$ cat src/rtl/dtmr_pkg.sv
package dtmr_pkg;

    typedef enum logic {
        SEL_LOW  = 1'b0,
        SEL_HIGH = 1'b1
    } byte_sel_e;

    typedef enum logic {
        MODE_NARROW = 1'b0,
        MODE_WIDE   = 1'b1
    } tmr_mode_e;

    typedef enum logic [1:0] {
        ACC_NONE  = 2'd0,
        ACC_LOW   = 2'd1,
        ACC_HIGH  = 2'd2
    } acc_kind_e;

    function automatic acc_kind_e decode_acc(input logic strobe, input byte_sel_e sel);
        if (!strobe)           return ACC_NONE;
        else if (sel == SEL_LOW) return ACC_LOW;
        else                   return ACC_HIGH;
    endfunction

endpackage

$ cat src/rtl/dtmr_tick_src.sv
module dtmr_tick_src #(
    parameter bit SYNC_EDGE = 1'b1
) (
    input  logic clk,
    input  logic rst,
    input  logic src,
    output logic tick
);
    generate
        if (SYNC_EDGE) begin : g_sync
            localparam int STAGES = 3;
            logic [STAGES-1:0] sh_q;

            always_ff @(posedge clk) begin
                if (rst) sh_q <= '0;
                else     sh_q <= {sh_q[STAGES-2:0], src};
            end

            assign tick = sh_q[STAGES-2] & ~sh_q[STAGES-1];

            // an edge yields a single tick
            p_single_tick_r11: assert property (@(posedge clk) disable iff (rst)
                tick |=> !tick);
        end else begin : g_pass
            logic unused_ok;
            assign unused_ok = clk ^ rst;
            assign tick = src;
        end
    endgenerate
endmodule

$ cat src/rtl/dtmr_hbuf.sv
module dtmr_hbuf
    import dtmr_pkg::*;
#(
    parameter int HALF_W = 8
) (
    input  logic              clk,
    input  logic              rst,
    input  logic              run,
    input  tmr_mode_e         mode,
    input  acc_kind_e         wr_kind,
    input  acc_kind_e         rd_kind,
    input  logic [HALF_W-1:0] wr_data,
    input  logic [HALF_W-1:0] hi_cnt,
    output logic [HALF_W-1:0] wbuf_q,
    output logic [HALF_W-1:0] rbuf_q
);
    logic stage_wr;
    logic latch_rd;

    assign stage_wr = (mode == MODE_WIDE) && !run && (wr_kind == ACC_HIGH);
    assign latch_rd = (mode == MODE_WIDE) && (rd_kind == ACC_LOW);

    always_ff @(posedge clk) begin
        if (rst) begin
            wbuf_q <= '0;
            rbuf_q <= '0;
        end else begin
            if (stage_wr) wbuf_q <= wr_data;
            if (latch_rd) rbuf_q <= hi_cnt;
        end
    end

    // low read freezes the high byte
    p_rbuf_latch_r9: assert property (@(posedge clk) disable iff (rst)
        (mode == MODE_WIDE && rd_kind == ACC_LOW) |=> (rbuf_q == $past(hi_cnt)));

    // buffer is frozen while running in wide mode
    p_wbuf_locked_r7: assert property (@(posedge clk) disable iff (rst)
        (mode == MODE_WIDE && run) |=> $stable(wbuf_q));
endmodule

$ cat src/rtl/dtmr_core.sv
module dtmr_core
    import dtmr_pkg::*;
#(
    parameter int HALF_W = 8
) (
    input  logic              clk,
    input  logic              rst,
    input  logic              tick,
    input  logic              run,
    input  tmr_mode_e         mode,
    input  acc_kind_e         wr_kind,
    input  logic [HALF_W-1:0] wr_data,
    input  logic [HALF_W-1:0] wbuf,
    output logic [HALF_W-1:0] lo_q,
    output logic [HALF_W-1:0] hi_q,
    output logic              evt_q
);
    localparam int FULL_W = 2 * HALF_W;

    logic [HALF_W-1:0] shadow_q;
    logic [FULL_W-1:0] full_cnt;
    logic [FULL_W-1:0] full_nxt;
    logic              adv;
    logic              narrow_hit;
    logic              wide_wrap;

    assign full_cnt   = {hi_q, lo_q};
    assign full_nxt   = full_cnt + FULL_W'(1);
    assign adv        = run && tick;
    assign narrow_hit = (lo_q == shadow_q);
    assign wide_wrap  = &full_cnt;

    always_ff @(posedge clk) begin
        if (rst) begin
            lo_q     <= '0;
            hi_q     <= '0;
            shadow_q <= '0;
            evt_q    <= 1'b0;
        end else begin
            evt_q <= 1'b0;
            if (mode == MODE_NARROW) begin
                if (wr_kind == ACC_LOW) begin
                    lo_q <= wr_data;
                end else if (adv) begin
                    if (narrow_hit) begin
                        lo_q     <= '0;
                        shadow_q <= hi_q;
                        evt_q    <= 1'b1;
                    end else begin
                        lo_q <= lo_q + HALF_W'(1);
                    end
                end
                if (wr_kind == ACC_HIGH) hi_q <= wr_data;
                if (!run) shadow_q <= hi_q;
            end else begin
                if (adv) begin
                    {hi_q, lo_q} <= full_nxt;
                    evt_q        <= wide_wrap;
                end else if (!run && wr_kind == ACC_LOW) begin
                    {hi_q, lo_q} <= {wbuf, wr_data};
                end
            end
        end
    end

    // an event only follows an enabled tick
    p_evt_cause_r6: assert property (@(posedge clk) disable iff (rst)
        evt_q |-> $past(adv));

    // match clears the low byte
    p_match_clear_r3: assert property (@(posedge clk) disable iff (rst)
        (mode == MODE_NARROW && adv && wr_kind != ACC_LOW && lo_q == shadow_q)
        |=> (lo_q == '0));

    // wide wrap returns to zero
    p_wide_wrap_r5: assert property (@(posedge clk) disable iff (rst)
        (mode == MODE_WIDE && adv && (&{hi_q, lo_q})) |=> ({hi_q, lo_q} == '0));

    // running wide counter ignores writes
    p_wide_lock_r7: assert property (@(posedge clk) disable iff (rst)
        (mode == MODE_WIDE && run && !tick) |=> ($stable(lo_q) && $stable(hi_q)));

    // idle narrow counter holds
    p_idle_hold_r2: assert property (@(posedge clk) disable iff (rst)
        (mode == MODE_NARROW && !run && wr_kind == ACC_NONE) |=> $stable(lo_q));
endmodule

$ cat src/rtl/dual_timer.sv
module dual_timer
    import dtmr_pkg::*;
#(
    parameter int HALF_W    = 8,
    parameter bit SYNC_EDGE = 1'b1
) (
    input  logic                clk,
    input  logic                rst,
    input  logic                clk_src,
    input  logic                run_en,
    input  logic                wide_mode,
    input  logic                wr_en,
    input  logic                rd_en,
    input  logic                reg_sel,
    input  logic [HALF_W-1:0]   wr_data,
    output logic [HALF_W-1:0]   rd_data,
    output logic [2*HALF_W-1:0] count_out,
    output logic                event_pulse
);
    tmr_mode_e         mode;
    byte_sel_e         sel;
    acc_kind_e         wr_kind;
    acc_kind_e         rd_kind;
    logic              tick;
    logic [HALF_W-1:0] lo_q;
    logic [HALF_W-1:0] hi_q;
    logic [HALF_W-1:0] wbuf_q;
    logic [HALF_W-1:0] rbuf_q;

    assign mode    = tmr_mode_e'(wide_mode);
    assign sel     = byte_sel_e'(reg_sel);
    assign wr_kind = decode_acc(wr_en, sel);
    assign rd_kind = decode_acc(rd_en, sel);

    dtmr_tick_src #(.SYNC_EDGE(SYNC_EDGE)) u_tick (
        .clk  (clk),
        .rst  (rst),
        .src  (clk_src),
        .tick (tick)
    );

    dtmr_hbuf #(.HALF_W(HALF_W)) u_hbuf (
        .clk     (clk),
        .rst     (rst),
        .run     (run_en),
        .mode    (mode),
        .wr_kind (wr_kind),
        .rd_kind (rd_kind),
        .wr_data (wr_data),
        .hi_cnt  (hi_q),
        .wbuf_q  (wbuf_q),
        .rbuf_q  (rbuf_q)
    );

    dtmr_core #(.HALF_W(HALF_W)) u_core (
        .clk     (clk),
        .rst     (rst),
        .tick    (tick),
        .run     (run_en),
        .mode    (mode),
        .wr_kind (wr_kind),
        .wr_data (wr_data),
        .wbuf    (wbuf_q),
        .lo_q    (lo_q),
        .hi_q    (hi_q),
        .evt_q   (event_pulse)
    );

    always_comb begin
        if (sel == SEL_LOW)        rd_data = lo_q;
        else if (mode == MODE_WIDE) rd_data = rbuf_q;
        else                        rd_data = hi_q;
    end

    assign count_out = (mode == MODE_WIDE) ? {hi_q, lo_q} : {{HALF_W{1'b0}}, lo_q};

    // reset clears the visible state
    p_reset_clear_r12: assert property (@(posedge clk)
        rst |=> (count_out == '0 && !event_pulse));
endmodule

$ cat config.mk
export PLATFORM = sky130hd
export DESIGN_NAME = dual_timer
export DESIGN_NICKNAME = d
export VERILOG_FILES = /design/src/rtl/dtmr_pkg.sv /design/src/rtl/dtmr_tick_src.sv /design/src/rtl/dtmr_hbuf.sv /design/src/rtl/dtmr_core.sv /design/src/rtl/dual_timer.sv
export SDC_FILE = /design/constraint.sdc
export NUM_CORES = 1
export LEC_CHECK = 0
export BUFFER_PORTS_ARGS = -buffer_cell sky130_fd_sc_hd__buf_2
export CORE_ASPECT_RATIO = 1.75
export CORE_MARGIN = 2
export CORE_UTILIZATION = 45
export DETAILED_ROUTE_END_ITERATION = 8
export PLACE_DENSITY = 0.65
export SLEW_MARGIN = 20
export SYNTH_ARGS = -nofsm -noshare
export SYNTH_HDL_FRONTEND = slang
export SYNTH_HIERARCHICAL = 1
export SYNTH_SLANG_ARGS = --single-unit
$ cat constraint.sdc
create_clock -name clk -period 2.6 [get_ports clk]
set_input_delay 0.26 -clock clk [delete_from_list [all_inputs] [get_ports clk]]
set_output_delay 0.26 -clock clk [all_outputs]
set_load 0.01 [all_outputs]
After elaboration in Yosys (flattened, before gate mapping)
Cells that the tools add are included.
W data, S select, Z words.
{"block": "totals", "wordCells": 57, "output_inout_bits": 25, "in_bits": 16, "regBits": 44}
{"block": "op_classes", "n_eq_ne": 8, "bitwise_logic": 3, "add_sub_neg": 2, "reduce_logical": 12, "mux": 25}
{"cell": "$mux W8", "n": 16}
{"cell": "$add A16 B1 Y16 const B", "n": 1}
{"cell": "$mux W16", "n": 1}
{"cell": "$reduce_and A16 Y1", "n": 1}
{"cell": "$add A8 B1 Y8 const B", "n": 1}
{"cell": "$eq A8 B8 Y1", "n": 1}
{"cell": "$mux W2", "n": 3}
{"cell": "$logic_and A1 B1 Y1", "n": 5}
{"cell": "$mux W1", "n": 5}
{"cell": "$eq A2 B1 Y1 const B", "n": 2}
{"cell": "$ne A2 B1 Y1 const B", "n": 2}
{"cell": "$reduce_and A2 Y1", "n": 2}
{"cell": "$reduce_and A4 Y1", "n": 1}
{"cell": "$ne A3 B1 Y1 const B", "n": 1}
{"cell": "$reduce_bool A3 Y1", "n": 1}
{"cell": "$eq A2 B2 Y1 const B", "n": 1}
{"cell": "$ne A2 B2 Y1 const B", "n": 1}
{"cell": "$not A1 Y1", "n": 2}
{"cell": "$reduce_bool A2 Y1", "n": 1}
{"cell": "$and A1 B1 Y1", "n": 1}
{"cell": "$logic_not A1 Y1", "n": 1}

Depth between registers and ports, before layout
{"block": "depth", "ltp_word": 7, "depth_mapped": 9}

Cells and area by module
Netlist, hierarchy kept.
{"module": "dtmr_core", "seq_area_each_um2": 500.5, "area_per_inst_um2": 1760.4, "n_inst": 1, "cells_each": 230}
{"module": "dtmr_hbuf", "seq_area_each_um2": 320.3, "area_per_inst_um2": 735.7, "n_inst": 1, "cells_each": 71}
{"module": "dual_timer", "seq_area_each_um2": 0.0, "area_per_inst_um2": 271.5, "n_inst": 1, "cells_each": 40}
{"module": "dtmr_tick_src", "seq_area_each_um2": 60.1, "area_per_inst_um2": 87.6, "n_inst": 1, "cells_each": 7}

Worst setup path before layout
OpenSTA, ideal clock, no wires.
{"block": "synth_path", "path_kind": "input to register", "from": "input reg_sel", "to": "register u_core.hi_q[1]", "required_ps": 2468, "path_slack_ps": 630, "setup_time_ps": 132, "path_stages": 9, "arrival_time_ps": 1838, "path_cell_list": "buf_2 > and2_1 > nand2b_1 > clkbuf_1 > o21ai_1 > a21oi_1 > clkbuf_1 > o21bai_1 > a21oi_1"}
{"block": "synth_between", "elab_chain_len": 6, "word_cells_on_any_way": 8}
{"item": "start, declared", "line_no": "dual_timer.sv:14", "text": "input logic reg_sel,"}
{"item": "$mux W2 *", "line_no": "dtmr_pkg.sv:21", "text": "else if (sel == SEL_LOW) return ACC_LOW;"}
{"item": "$mux W2 *", "line_no": "dtmr_pkg.sv:20", "text": "if (!strobe) return ACC_NONE;"}
{"item": "named net wr_kind[1]", "line_no": "dual_timer.sv:22", "text": "acc_kind_e wr_kind;"}
{"item": "$eq A2 B1 Y1", "line_no": "dtmr_core.sv:59", "text": "end else if (!run && wr_kind == ACC_LOW) begin"}
{"item": "$logic_and A1 B1 Y1", "line_no": "dtmr_core.sv:59"}
{"item": "$ne A3 B1 Y1 (no source line)"}
{"item": "$reduce_and A2 Y1 (no source line) *"}
{"item": "end signal, assigned", "line_no": "dtmr_core.sv:53", "text": "if (wr_kind == ACC_HIGH) hi_q <= wr_data;"}
{"item": "end signal, assigned", "line_no": "dtmr_core.sv:57", "text": "{hi_q, lo_q} <= full_nxt;"}
{"item": "end signal, assigned", "line_no": "dtmr_core.sv:60", "text": "{hi_q, lo_q} <= {wbuf, wr_data};"}
{"item": "end, declared", "line_no": "dtmr_core.sv:15", "text": "output logic [HALF_W-1:0] hi_q,"}
The timed path passes the listed nets; every way through them passes the cells marked *.
A chain may end at the register's enable or synchronous reset.

Worst setup path after layout
{"block": "layout_path", "from": "register u_core.lo_q[0]", "to": "register u_core.hi_q[6]"}
{"block": "layout_between", "elab_chain_len": 3}
{"item": "start, declared", "line_no": "dtmr_core.sv:14", "text": "output logic [HALF_W-1:0] lo_q,"}
{"item": "start signal, assigned", "line_no": "dtmr_core.sv:43", "text": "lo_q <= wr_data;"}
{"item": "start signal, assigned", "line_no": "dtmr_core.sv:50", "text": "lo_q <= lo_q + HALF_W'(1);"}
{"item": "start signal, assigned", "line_no": "dtmr_core.sv:57"}
{"item": "$add A16 B1 Y16", "line_no": "dtmr_core.sv:28", "text": "assign full_nxt = full_cnt + FULL_W'(1);"}
{"item": "$mux W8", "line_no": "dtmr_core.sv:56", "text": "if (adv) begin"}
{"item": "$mux W8", "line_no": "dtmr_core.sv:41", "text": "if (mode == MODE_NARROW) begin"}
No other way between the ends.

==> results.cfg <==
[synth]
synth_top_area_share_pct = 30.9
yosys.cell_types.count = 56
synth_top_family_by_area = simple AND/OR/NAND/NOR gates
ys_seq_elements = 44
synth_fa_ha_area_share_pct = 0.438
synth.avg_cell_area_um2 = 8.20
syn_inst = 348
yosys.area_share.simple_pct = 30.1
syn_area_um2 = 2860
synth_edf_count = 0
ys_warn_count = 6
ys_seq_area_share_pct = 30.9
synth-compound-area-share_pct = 21.6
yosysTopAreaCell = dfxtp_1
muxShareOfSynthArea_pct = 8.76
ys_async_sr_fraction_pct = 0
synthFlopType = dfxtp_1
synthTopCellsByArea = dfxtp_1, mux2i_1, nand2b_1, a21oi_1, nor2b_1
synthXorXnorAreaFrac_pct = 2.45
syn-num-nets = 365

[clock_tree]
cts_resized = 0
cts_max_path_buffers = 2
holdBufCountCts = 0
post_cts_buffers = 0
cts_tree = yes
numCtsBuffers = 5
htree_num_levels = 2
clkTransAtPathRegs_ns = 0.08
cts-root-buf = clkbuf_8
cts.sinks = 44
clk_latency_ns = 0.31

[timing]
rsz0062_at_grt = no
setup_viol_count_final = 0
tns_ns = 0
fin_skew_ns = 0.00403
min_period_ns = 2.29
drv_slew = 0
max_clock_freq_ghz = 0.436
slew-limit-headroom_pct = 58.8
finalHoldViolations = 0
period_share_pct = 88.2
tightest_slew_ns = 0.615
hold_slack_ns = 0.161

[route]
drc_errors = 0
vias_per_cell = 5.83
wl_um = 8150
num_vias = 2697
ant_nets = 0
drtIter0Drc = 161
wl_per_cell_um = 17.6
first_pass_iters = 4

[die]
io_pins = 41
die_area_um2 = 7020
die_h_um = 109
start_util_pct = 46.2
die_w_um = 64.2
coreArea_um2 = 6180
fp-row-count = 38

[global_route]
grt_pass1_vias = 2525
grt_usage_pct = 24.3
gr-total-overflow = 0
antenna_found_initial = 0
grt_pass1_wl_um = 12900
grt_max_degree = 37

[worst_setup_path]
crit_start = u_core/lo_q[0]
r2r_slack_ns = 0.31
regToRegStartpoint = u_core/lo_q[0]
critical_path.endpoint = u_core/hi_q[6]
critPathArrivalTime_ns = 2.47
worstPathRequired_ns = 2.78
ff2ff_path_depth = 6
crit_path_end_kind = flip-flop
path_class = reg -> reg
start_kind = flip-flop
r2r-end = u_core/hi_q[6]
crit_fanout = 8

[placement]
port_buffers = 40
gp_routability_congestion = 0.927
dp_hpwl_um = 6050

[hold_path]
holdPathStages = 2
holdCritPathClass = in -> reg

[run_status]
status = finished, final reports clean

[pwr]
p_per_area_nw_per_um2 = 471
p_leak_nw = 1.27
finalPower_mw = 1.51
irDropWorstVdd_mv = 0.435

[flow_run]
max-cap-violations = 0

[finish]
syn_to_final_growth_pct = 12.7
fin_nets = 399
n_antenna_cell = 0
drive_gt1_share_pct = 19.6
==> registers in the layout, indices dropped and copies added, names as in the netlist <==
| name | cells |
|---|---|
| u_tick/g_sync.sh_q | 3 |
| u_core/hi_q | 8 |
| u_core/shadow_q | 8 |
| u_core/evt_q | 1 |
| u_hbuf/rbuf_q | 8 |
| u_core/lo_q | 8 |
| u_hbuf/wbuf_q | 8 |
==> critical path, stage by stage (launching register included) <==
cell	delay, ns
dfxtp_1	0.52
ha_1	0.25
and3_1	0.29
nand3_1	0.20
nor4_1	0.41
nor3b_1	0.10
a2111oi_0	0.38
==> cells by family (layout without fill, tap and decap cells) <==
kind of cell               after synthesis  count (layout)
muxes                                   25              25
AOI/OAI and AO/OA                       93              93
DFF                                     44              44
and+or+nand+nor                        144             144
buffers and inverters                   33              68
xor gates and xnor gates                 8               8
adders and majority gates                1               1
==> metal layers <==
metal	global-route usage, %	wire length, µm
met3	4.71	383
met2	41.8	3980
met5	0	0
met1	26.6	3300
met4	16.9	483
==> layout by cell type (no fill, tap or decap), drive strengths merged, types with 12 or more instances in the layout <==
master / synthesis / routed
nand2: 16 / 16
nand2b: 40 / 40
nand3: 12 / 12
nor2b: 15 / 15
a21oi: 23 / 23
and2: 12 / 12
dfxtp: 44 / 44
nor2: 17 / 17
mux2i: 25 / 25
buf: 11 / 52
o21ai: 26 / 26
==> power by group <==
group / switching (mW) / internal (mW) / total, mW
logic: 0.161 / 0.106 / 0.267
clock network: 0.243 / 0.285 / 0.528
registers: 0.0288 / 0.691 / 0.720
total: 0.432 / 1.08 / 1.51
==> cells in the mapped netlist, types with 4 or more instances <==
cell        n
nor2_1     17
nor2b_1    14
nor3_1      5
a21oi_1    23
nand2b_1   40
clkbuf_1   14
nor4_1      5
o21ai_1    15
and2_2      8
dfxtp_1    44
inv_1       7
o21ai_0    11
buf_2       7
xor2_1      8
nand2_1    16
o21a_1      4
nand3_1    12
mux2i_1    25
a31oi_1     8
and2_1      4
and3_1      7
o2bb2ai_1   4
==> cell type report <==
class / instances / area [µm²]
fill: 637 / 2960
multi-input combinational: 271 / 1810
sequential: 44 / 881
timing repair buffer: 52 / 290
tap: 80 / 100
clock buffer: 6 / 72.6
clock inverter: 2 / 35.0
inverter: 8 / 30.0
==> stage by stage <==
stage	worst slack, ns	utilization [%]	area (µm²)	cells
floorplan	0.630	-	2860	348
global placement	0.460	50.3	3110	455
detailed placement	0.397	50.3	3110	455
CTS	0.356	52.0	3220	463
global route	0.179	52.0	3220	463
finish	0.308	52.0	3220	463
==> worst min-delay path by stage <==
stage | from | end | slack (ns)
2_1_floorplan | rst | u_tick/g_sync.sh_q[0] | 0.33
3_3_place_gp | u_tick/g_sync.sh_q[0] | u_tick/g_sync.sh_q[1] | 0.42
3_5_place_dp | u_tick/g_sync.sh_q[0] | u_tick/g_sync.sh_q[1] | 0.44
4_1_cts | clk_src | u_tick/g_sync.sh_q[0] | 0.16
5_1_grt | clk_src | u_tick/g_sync.sh_q[0] | 0.20
6_report | clk_src | u_tick/g_sync.sh_q[0] | 0.16
No activity file was read; power rests on OpenSTA's default activity.
